--- config.mk ---
export PLATFORM = sky130hd
export DESIGN_NAME = evdiv_top
export DESIGN_NICKNAME = d
export VERILOG_FILES = /design/src/rtl/evdiv_pkg.sv /design/src/rtl/evdiv_prescale.sv /design/src/rtl/evdiv_cell.sv /design/src/rtl/evdiv_top.sv
export SDC_FILE = /design/constraint.sdc
export NUM_CORES = 1
export LEC_CHECK = 0
export ABC_AREA = 1
export ABC_CLOCK_PERIOD_IN_PS = 3900
export BUFFER_PORTS_ARGS = -buffer_cell sky130_fd_sc_hd__buf_2
export CAP_MARGIN = 40
export CORE_AREA = 10 10 62 64
export CTS_BUF_LIST = sky130_fd_sc_hd__clkbuf_2 sky130_fd_sc_hd__clkbuf_4 sky130_fd_sc_hd__clkbuf_8
export CTS_CLUSTER_DIAMETER = 50
export CTS_CLUSTER_SIZE = 24
export DETAILED_ROUTE_END_ITERATION = 6
export DIE_AREA = 0 0 72 74
export SLEW_MARGIN = 10
export SYNTH_ARGS = -nofsm -noshare
export SYNTH_HDL_FRONTEND = slang
export SYNTH_HIERARCHICAL = 1
export SYNTH_SLANG_ARGS = --single-unit
--- constraint.sdc ---
create_clock -name clk -period 3.9 [get_ports clk]
set_clock_uncertainty 0.05 [all_clocks]
set_input_delay 0.585 -clock clk [delete_from_list [all_inputs] [get_ports clk]]
set_output_delay 0.585 -clock clk [all_outputs]
set_load 0.02 [all_outputs]
--- src/rtl/evdiv_pkg.sv ---
package evdiv_pkg;
  // Number of dual-modulus cells after the fixed /2 stage.
  localparam int CELLS = 3;

  // Base modulus of a cell: the last one is a 3/4 cell, the rest are 2/3.
  function automatic int cell_base(input int idx, input int cells);
    return (idx == cells - 1) ? 3 : 2;
  endfunction

  // Counter width large enough for the stretched count of the widest cell.
  localparam int CW = $clog2(cell_base(CELLS - 1, CELLS) + 1);
endpackage

--- src/rtl/evdiv_prescale.sv ---
module evdiv_prescale (
  input  logic clk,
  input  logic rst,
  output logic tick_o
);
  logic pre_q;

  always_ff @(posedge clk) begin
    if (rst) pre_q <= 1'b0;
    else     pre_q <= ~pre_q;
  end

  // One strobe every second input clock.
  assign tick_o = pre_q;

  assert_toggle_R2: assert property (@(posedge clk) disable iff (rst)
    1'b1 |=> (pre_q != $past(pre_q)));
endmodule

--- src/rtl/evdiv_cell.sv ---
module evdiv_cell #(
  parameter int BASE = 2,
  parameter int CW   = 2
) (
  input  logic          clk,
  input  logic          rst,
  input  logic          tick_in,
  input  logic          ext_en,
  output logic [CW-1:0] cnt_o,
  output logic          at_base_end,
  output logic          at_ext_end
);
  localparam logic [CW-1:0] BASE_LAST = CW'(BASE - 1);
  localparam logic [CW-1:0] EXT_LAST  = CW'(BASE);

  logic [CW-1:0] cnt_q;
  logic          term;

  assign term = ext_en ? (cnt_q == EXT_LAST) : (cnt_q == BASE_LAST);

  always_ff @(posedge clk) begin
    if (rst)          cnt_q <= '0;
    else if (tick_in) cnt_q <= term ? '0 : cnt_q + 1'b1;
  end

  assign cnt_o       = cnt_q;
  assign at_base_end = (cnt_q == BASE_LAST);
  assign at_ext_end  = (cnt_q == EXT_LAST);

  assert_cnt_range_R3: assert property (@(posedge clk) disable iff (rst)
    cnt_q <= EXT_LAST);
  assert_wrap_zero_R3: assert property (@(posedge clk) disable iff (rst)
    (tick_in && term) |=> (cnt_q == '0));
  assert_hold_idle_R3: assert property (@(posedge clk) disable iff (rst)
    !tick_in |=> $stable(cnt_q));
endmodule

--- src/rtl/evdiv_top.sv ---
module evdiv_top #(
  parameter int CELLS = evdiv_pkg::CELLS,
  parameter int CW    = evdiv_pkg::CW
) (
  input  logic             clk,
  input  logic             rst,
  input  logic [CELLS-1:0] ratio,
  output logic             div_out
);
  localparam int LAST      = CELLS - 1;
  localparam int LAST_BASE = evdiv_pkg::cell_base(LAST, CELLS);

  logic             pre_tick;
  logic [CELLS-1:0] p_q;
  logic [CELLS-1:0] ext_v, term_v, tin_v;
  logic [CELLS-1:0] at_base, at_ext;
  logic [CW-1:0]    cnt_a [CELLS];
  logic             wrap, fall, out_q;

  evdiv_prescale u_pre (
    .clk    (clk),
    .rst    (rst),
    .tick_o (pre_tick)
  );

  generate
    for (genvar i = 0; i < CELLS; i++) begin : g_cell
      evdiv_cell #(
        .BASE (evdiv_pkg::cell_base(i, CELLS)),
        .CW   (CW)
      ) u_cell (
        .clk         (clk),
        .rst         (rst),
        .tick_in     (tin_v[i]),
        .ext_en      (ext_v[i]),
        .cnt_o       (cnt_a[i]),
        .at_base_end (at_base[i]),
        .at_ext_end  (at_ext[i])
      );
    end
  endgenerate

  // Modulus control runs from the last cell back to the first; the strobe
  // runs forward from the prescaler.
  always_comb begin
    logic m;
    logic t;
    m = 1'b1;
    for (int i = CELLS - 1; i >= 0; i--) begin
      ext_v[i]  = p_q[i] & m;
      term_v[i] = ext_v[i] ? at_ext[i] : at_base[i];
      m         = m & term_v[i];
    end
    t = pre_tick;
    for (int i = 0; i < CELLS; i++) begin
      tin_v[i] = t;
      t        = t & term_v[i];
    end
    wrap = t;
  end

  // Falling edge near mid-period: on a last-cell input boundary when its
  // length is even, else half way through the next earlier cell's cycle.
  always_comb begin
    int lval;
    lval = LAST_BASE + int'(p_q[LAST]);
    if ((lval % 2) == 0)
      fall = tin_v[LAST] && (cnt_a[LAST] == CW'(lval / 2 - 1));
    else
      fall = tin_v[LAST-1] && (cnt_a[LAST-1] == '0) &&
             (cnt_a[LAST] == CW'((lval - 1) / 2));
  end

  always_ff @(posedge clk) begin
    if (rst || wrap) p_q <= ratio;
  end

  always_ff @(posedge clk) begin
    if (rst)       out_q <= 1'b0;
    else if (wrap) out_q <= 1'b1;
    else if (fall) out_q <= 1'b0;
  end

  assign div_out = out_q;

  assert_ratio_hold_R6: assert property (@(posedge clk) disable iff (rst)
    !wrap |=> $stable(p_q));
  assert_rise_on_wrap_R7: assert property (@(posedge clk) disable iff (rst)
    wrap |=> out_q);
  assert_low_hold_R5: assert property (@(posedge clk) disable iff (rst)
    (!out_q && !wrap) |=> !out_q);
  assert_no_clash_R5: assert property (@(posedge clk) disable iff (rst)
    !(wrap && fall));
  assert_one_strobe_R3: assert property (@(posedge clk) disable iff (rst)
    (tin_v[0] == 1'b0) |-> (tin_v == '0));
endmodule

---- Word level (Yosys, flattened, before mapping) ----
Cells that the tools add are included.
cells by class
  $add $sub $neg .......................... 8
  multiply operators ...................... 0
  div/mod/pow operators ................... 0
  $lt $le $gt $ge ......................... 0
  eq/ne operators ......................... 8
  shift-type cells ........................ 0
  muxes and demuxes ....................... 9
  bitwise operators ....................... 9
  reductions and logical operators ........ 7
operators by type and width
  operator             number
  $logic_not 32->1     1
  $eq 2x2->1 const B   4
  $and 1x1->1          7
  $add 2x1->2 const B  3
  $mux 1               6
  $mux 2               3
  $add 2x1->2          2
  $eq 2x1->1 const B   2
  $eq 2x2->1           2
  $sub 3x1->4 const B  1
  $add 2x1->3 const A  1
  $logic_and 1x1->1    3
  $logic_not 2->1      1
  $reduce_bool 2->1    1
  $sub 2x2->2 const B  1
  $and 1x1->1 const A  1
  $logic_or 1x1->1     1
  $not 1->1            1
word-level totals
  flip-flop bits (word level) ............. 11
  bits in latches ......................... 0
  bits in writable memories ............... 0
  ROM bits ................................ 0
  input bits .............................. 5
  output and inout bits ................... 1
  word-level logic and storage cells ...... 47
  memories ................................ 0

---- Depth between registers and ports, before layout ----
  depth after elaboration ................. 13
  depth in mapped cells ................... 15
  mapped depth without buffers ............ 15

---- By module ----
Netlist, hierarchy kept.
by module, submodules not included
  module                             instances  cells an instance  area each (µm²)  seq. area each (µm²)
  evdiv_top                          1          42                 339.1            110.1
  evdiv_cell (g_cell[0].u_cell ...)  2          17                 136.4            40.0
  evdiv_cell (g_cell[2].u_cell)      1          16                 132.6            40.0
  evdiv_prescale                     1          2                  23.8             20.0

---- Least setup slack after synthesis ----
OpenSTA, ideal clock, no wires.
  path kind ............................... reg-to-reg
  from .................................... reg g_cell[2].u_cell.cnt_q[0]
  to ...................................... reg p_q[0], enable pin
  arrival ................................. 1.449 ns
  required time ........................... 3.548 ns
  setup slack ............................. 2.099 ns
  stages on the path, launching flop included .. 14
  buffers on the path ..................... 0
  clock period less this slack ............ 1.801 ns
  path through ............................ dfxtp_1 > inv_1 > ha_1 > nand2_2 > nand2_2 > nand2_2 > nand2_4 > nand3_2 > nand2_2 > nand2_4 > nand2_4 > nor2_4 > nand2_2 > nand2_1
between the ends
  cells in the longest elaborated chain, start to end .. 11
RTL lines
  element                 RTL line          RTL
  start, declared         evdiv_cell.sv:16  logic [CW-1:0] cnt_q;
  start signal, assigned  evdiv_cell.sv:23  else if (tick_in) cnt_q <= term ? '0 : cnt_q + 1'b1;
  $eq 2x2->1 (*)          evdiv_cell.sv:27  assign at_base_end = (cnt_q == BASE_LAST);
  via at_base[2]          evdiv_top.sv:16   logic [CELLS-1:0] at_base, at_ext;
  $mux 1 (*)              evdiv_top.sv:51   term_v[i] = ext_v[i] ? at_ext[i] : at_base[i];
  $and 1x1->1             evdiv_top.sv:50   ext_v[i] = p_q[i] & m;
  $mux 1                  evdiv_top.sv:51
  $and 1x1->1             evdiv_top.sv:52   m = m & term_v[i];
  $and 1x1->1             evdiv_top.sv:50
  $mux 1                  evdiv_top.sv:51
  $and 1x1->1             evdiv_top.sv:57   t = t & term_v[i];
  $and 1x1->1 (*)         evdiv_top.sv:57
  via tin_v[2]            evdiv_top.sv:15   logic [CELLS-1:0] ext_v, term_v, tin_v;
  $and 1x1->1 (*)         evdiv_top.sv:57
  $logic_or 1x1->1 (*)    evdiv_top.sv:75   if (rst || wrap) p_q <= ratio;
  end signal, assigned    evdiv_top.sv:75
  end, declared           evdiv_top.sv:14   logic [CELLS-1:0] p_q;
Mark *: on every way through the listed nets, which the timed path passes. The rest lies on a longest branch.
A chain may end at the register's enable or synchronous reset.

---- Final worst setup path ----
  from .................................... reg g_cell[2].u_cell.cnt_q[0]
  to ...................................... reg p_q[2], enable pin
The elaborated chain is that of the path after synthesis.

==> out/metrics.yaml <==
global_routing:
  grt_use_met2: 0.100
  grt_first_pass_wirelength_um: 2480
  top_usage_layer: "met2"
  globalRouteMet3Util: 0.0133
  grt_start_max_net_pins: 10
  grt_pass1_vias: 618
  antenna_found_initial: 0
  grt-ovfl-total: 0
  use_met1: 0.0632
  grtUsageTotal: 0.0558
floorplanning:
  ioPinCount: 6
  start_util: 0.289
  design.core.area_mm2: 0.00266
  die_y_um: 74
  rows: 19
  dieArea_mm2: 0.00533
  die_w_um: 72
status:
  status: "complete, no violations"
drt:
  wl_per_cell_um: 9.84
  vias_per_cell: 4.46
  drc_errors: 0
  routed_wl_um: 1320
  vias: 598
  ant_nets: 0
  drt_iter0_drc: 11
  firstDrtPassIters: 2
clock_network:
  h-tree-depth: 1
  cts.clk_slew.worst_paths_ps: 70
  cts_sinks: 11
  clk_latency_ps: 260
  ctsHoldBuffers: 0
  cts_resized: 0
  clock-root-buffer: "clkbuf_4"
  cts_tree: "built"
  cts_setup_buffers: 0
  cts_max_path_buffers: 2
  cts_buffers: 3
final_layout:
  fin_util: 0.324
  drive_gt1_frac: 0.359
  syn_to_final_growth_pct: 12.2
  nets: 115
  finalNonFillerCells: 134
  fillers: 296
  diodes: 0
logic_synthesis:
  yosysTopAreaCellShare: 0.208
  synth_area_leader_cell: "dfxtp_1"
  netlist_area_um2: 768
  synth_cell_types: 20
  syn_inst: 94
  synth-seq-area-share: 0.326
  syn_avg_cell_area_um2: 8.17
  ys.flop_type: "dfxtp_1"
  ys_seq_elements: 11
  synth_edf_count: 3
  synth_fp_nets: 105
  async_flop_share: 0
  synthTopCellsByArea: "dfxtp_1 21%, edfxtp_1 12%, ha_1 9.8%"
  synth_warnings: 6
worst_setup_path:
  arrival_ps: 1890
  crit_required_ps: 3820
  worstSetupEndpointType: "flop"
  startpoint: "g_cell[2].u_cell/cnt_o[0]"
  cp_max_fo: 5
  timing.rr.start: "g_cell[2].u_cell/cnt_o[0]"
  critPathKind: "reg -> reg"
  critPathLaunchType: "flop"
sta:
  fin_ws_ps: 1930
  finalCritPeriodShare: 0.506
  max_freq_mhz: 506
  tightestPinTransition_ps: 322
  setup-tns-final_ps: 0
  setup_viol: 0
  min_period_ps: 1970
  rsz0062_at_grt: "no"
  drv_slew: 0
  hold_violations: 0
  max_slew_margin: 0.785
pwr:
  power.density_mw_per_mm2: 283
  power.total_uw: 244
  leakage_nw: 0.379
  ir_worst_vdd_uv: 216
hold_path:
  holdCritStartpoint: "ratio[0]"
  worstHoldPathType: "in -> reg"
placement:
  dp_slack_ps: 1920
  place.gp.congestion: 0.776
  dp_cells: 130
  hpwl_um: 1120
  port_buffers: 5
job:
  cap_viol_max_count: 0
## metal layers
layer | wire (um) | up-vias
li1 | - | 312
met1 | 613 | 279
met2 | 661 | 5
met3 | 34 | 2
met4 | 8 | 0
met5 | 0 | -
## through the flow
| stage | hold slack [ps] | instance area, um^2 |
|---|---|---|
| after global placement | 430 | 832 |
| after detailed placement | 433 | 832 |
| after global routing | 439 | 862 |
| final | 442 | 862 |
| after floorplan | 440 | 768 |
| after CTS | 435 | 862 |
## final timing paths
| kind | end | slack, ps | depth (start not counted) |
|---|---|---|---|
| hold reg to reg | div_out | 440 | 2 |
| setup / recovery | p_q[2] | 1930 | 13 |
| hold / removal | p_q[0] | 440 | 1 |
| setup reg to reg | p_q[2] | 1930 | 13 |
## state kept, by name (all words and copies together) (netlist names)
register and flops:
g_cell.u_cell/cnt_o 6, p_q 3, div_out 1, u_pre/tick_o 1
## power by group
group / switching (mW) / internal, mW / leakage (nW)
sequential: 0.00649 / 0.123 / 0.0946
clock: 0.0378 / 0.0464 / 0.0184
combinational: 0.0176 / 0.0125 / 0.266
## cell families after synthesis
group                      synth area share
buffers and inverters                 0.112
DFF                                   0.326
and+or+nand+nor                       0.370
adders and majority gates            0.0977
AOI/OAI and AO/OA                    0.0945
## worst max-delay path: stages (launching register included)
cell	delay, ps
dfxtp_1	410
inv_1	70
ha_1	240
nand2_2	80
nand2_2	70
nand2_2	90
nand2_4	60
nand3_2	70
nand2_2	60
nand2_4	70
nand2_4	50
nor2_4	130
nand2_2	90
nand2_1	120
## synth_stat cells, types with 3 or more instances
library cell	count
a21oi_1	3
a21oi_2	4
dfxtp_1	8
edfxtp_1	3
ha_1	6
inv_1	19
inv_2	4
nand2_1	15
nand2_2	6
nand2_4	3
nand3_2	5
nand3b_1	3
nor2_2	3
o21bai_1	3
## cell usage in the layout, fill, tap and decap left out, drive strengths merged
cell type,n
a21oi,7
nor4,1
o21bai,3
nand3,7
dfxtp,8
inv,23
nand3b,3
clkbuf,4
nand2,24
ha,6
nor2,7
edfxtp,3
buf,5
nand4,2
## area by class of cell
type | count | area [um^2] | area share
clock buffers | 4 | 30.0 | 0.0348
inverters | 23 | 86.3 | 0.100
multi-input cells | 60 | 432 | 0.501
flip-flops and latches | 11 | 250 | 0.290
well taps | 31 | 38.8 | 0.0450
repair buffers | 5 | 25.0 | 0.0290
Power figures use the tool's default switching activity.
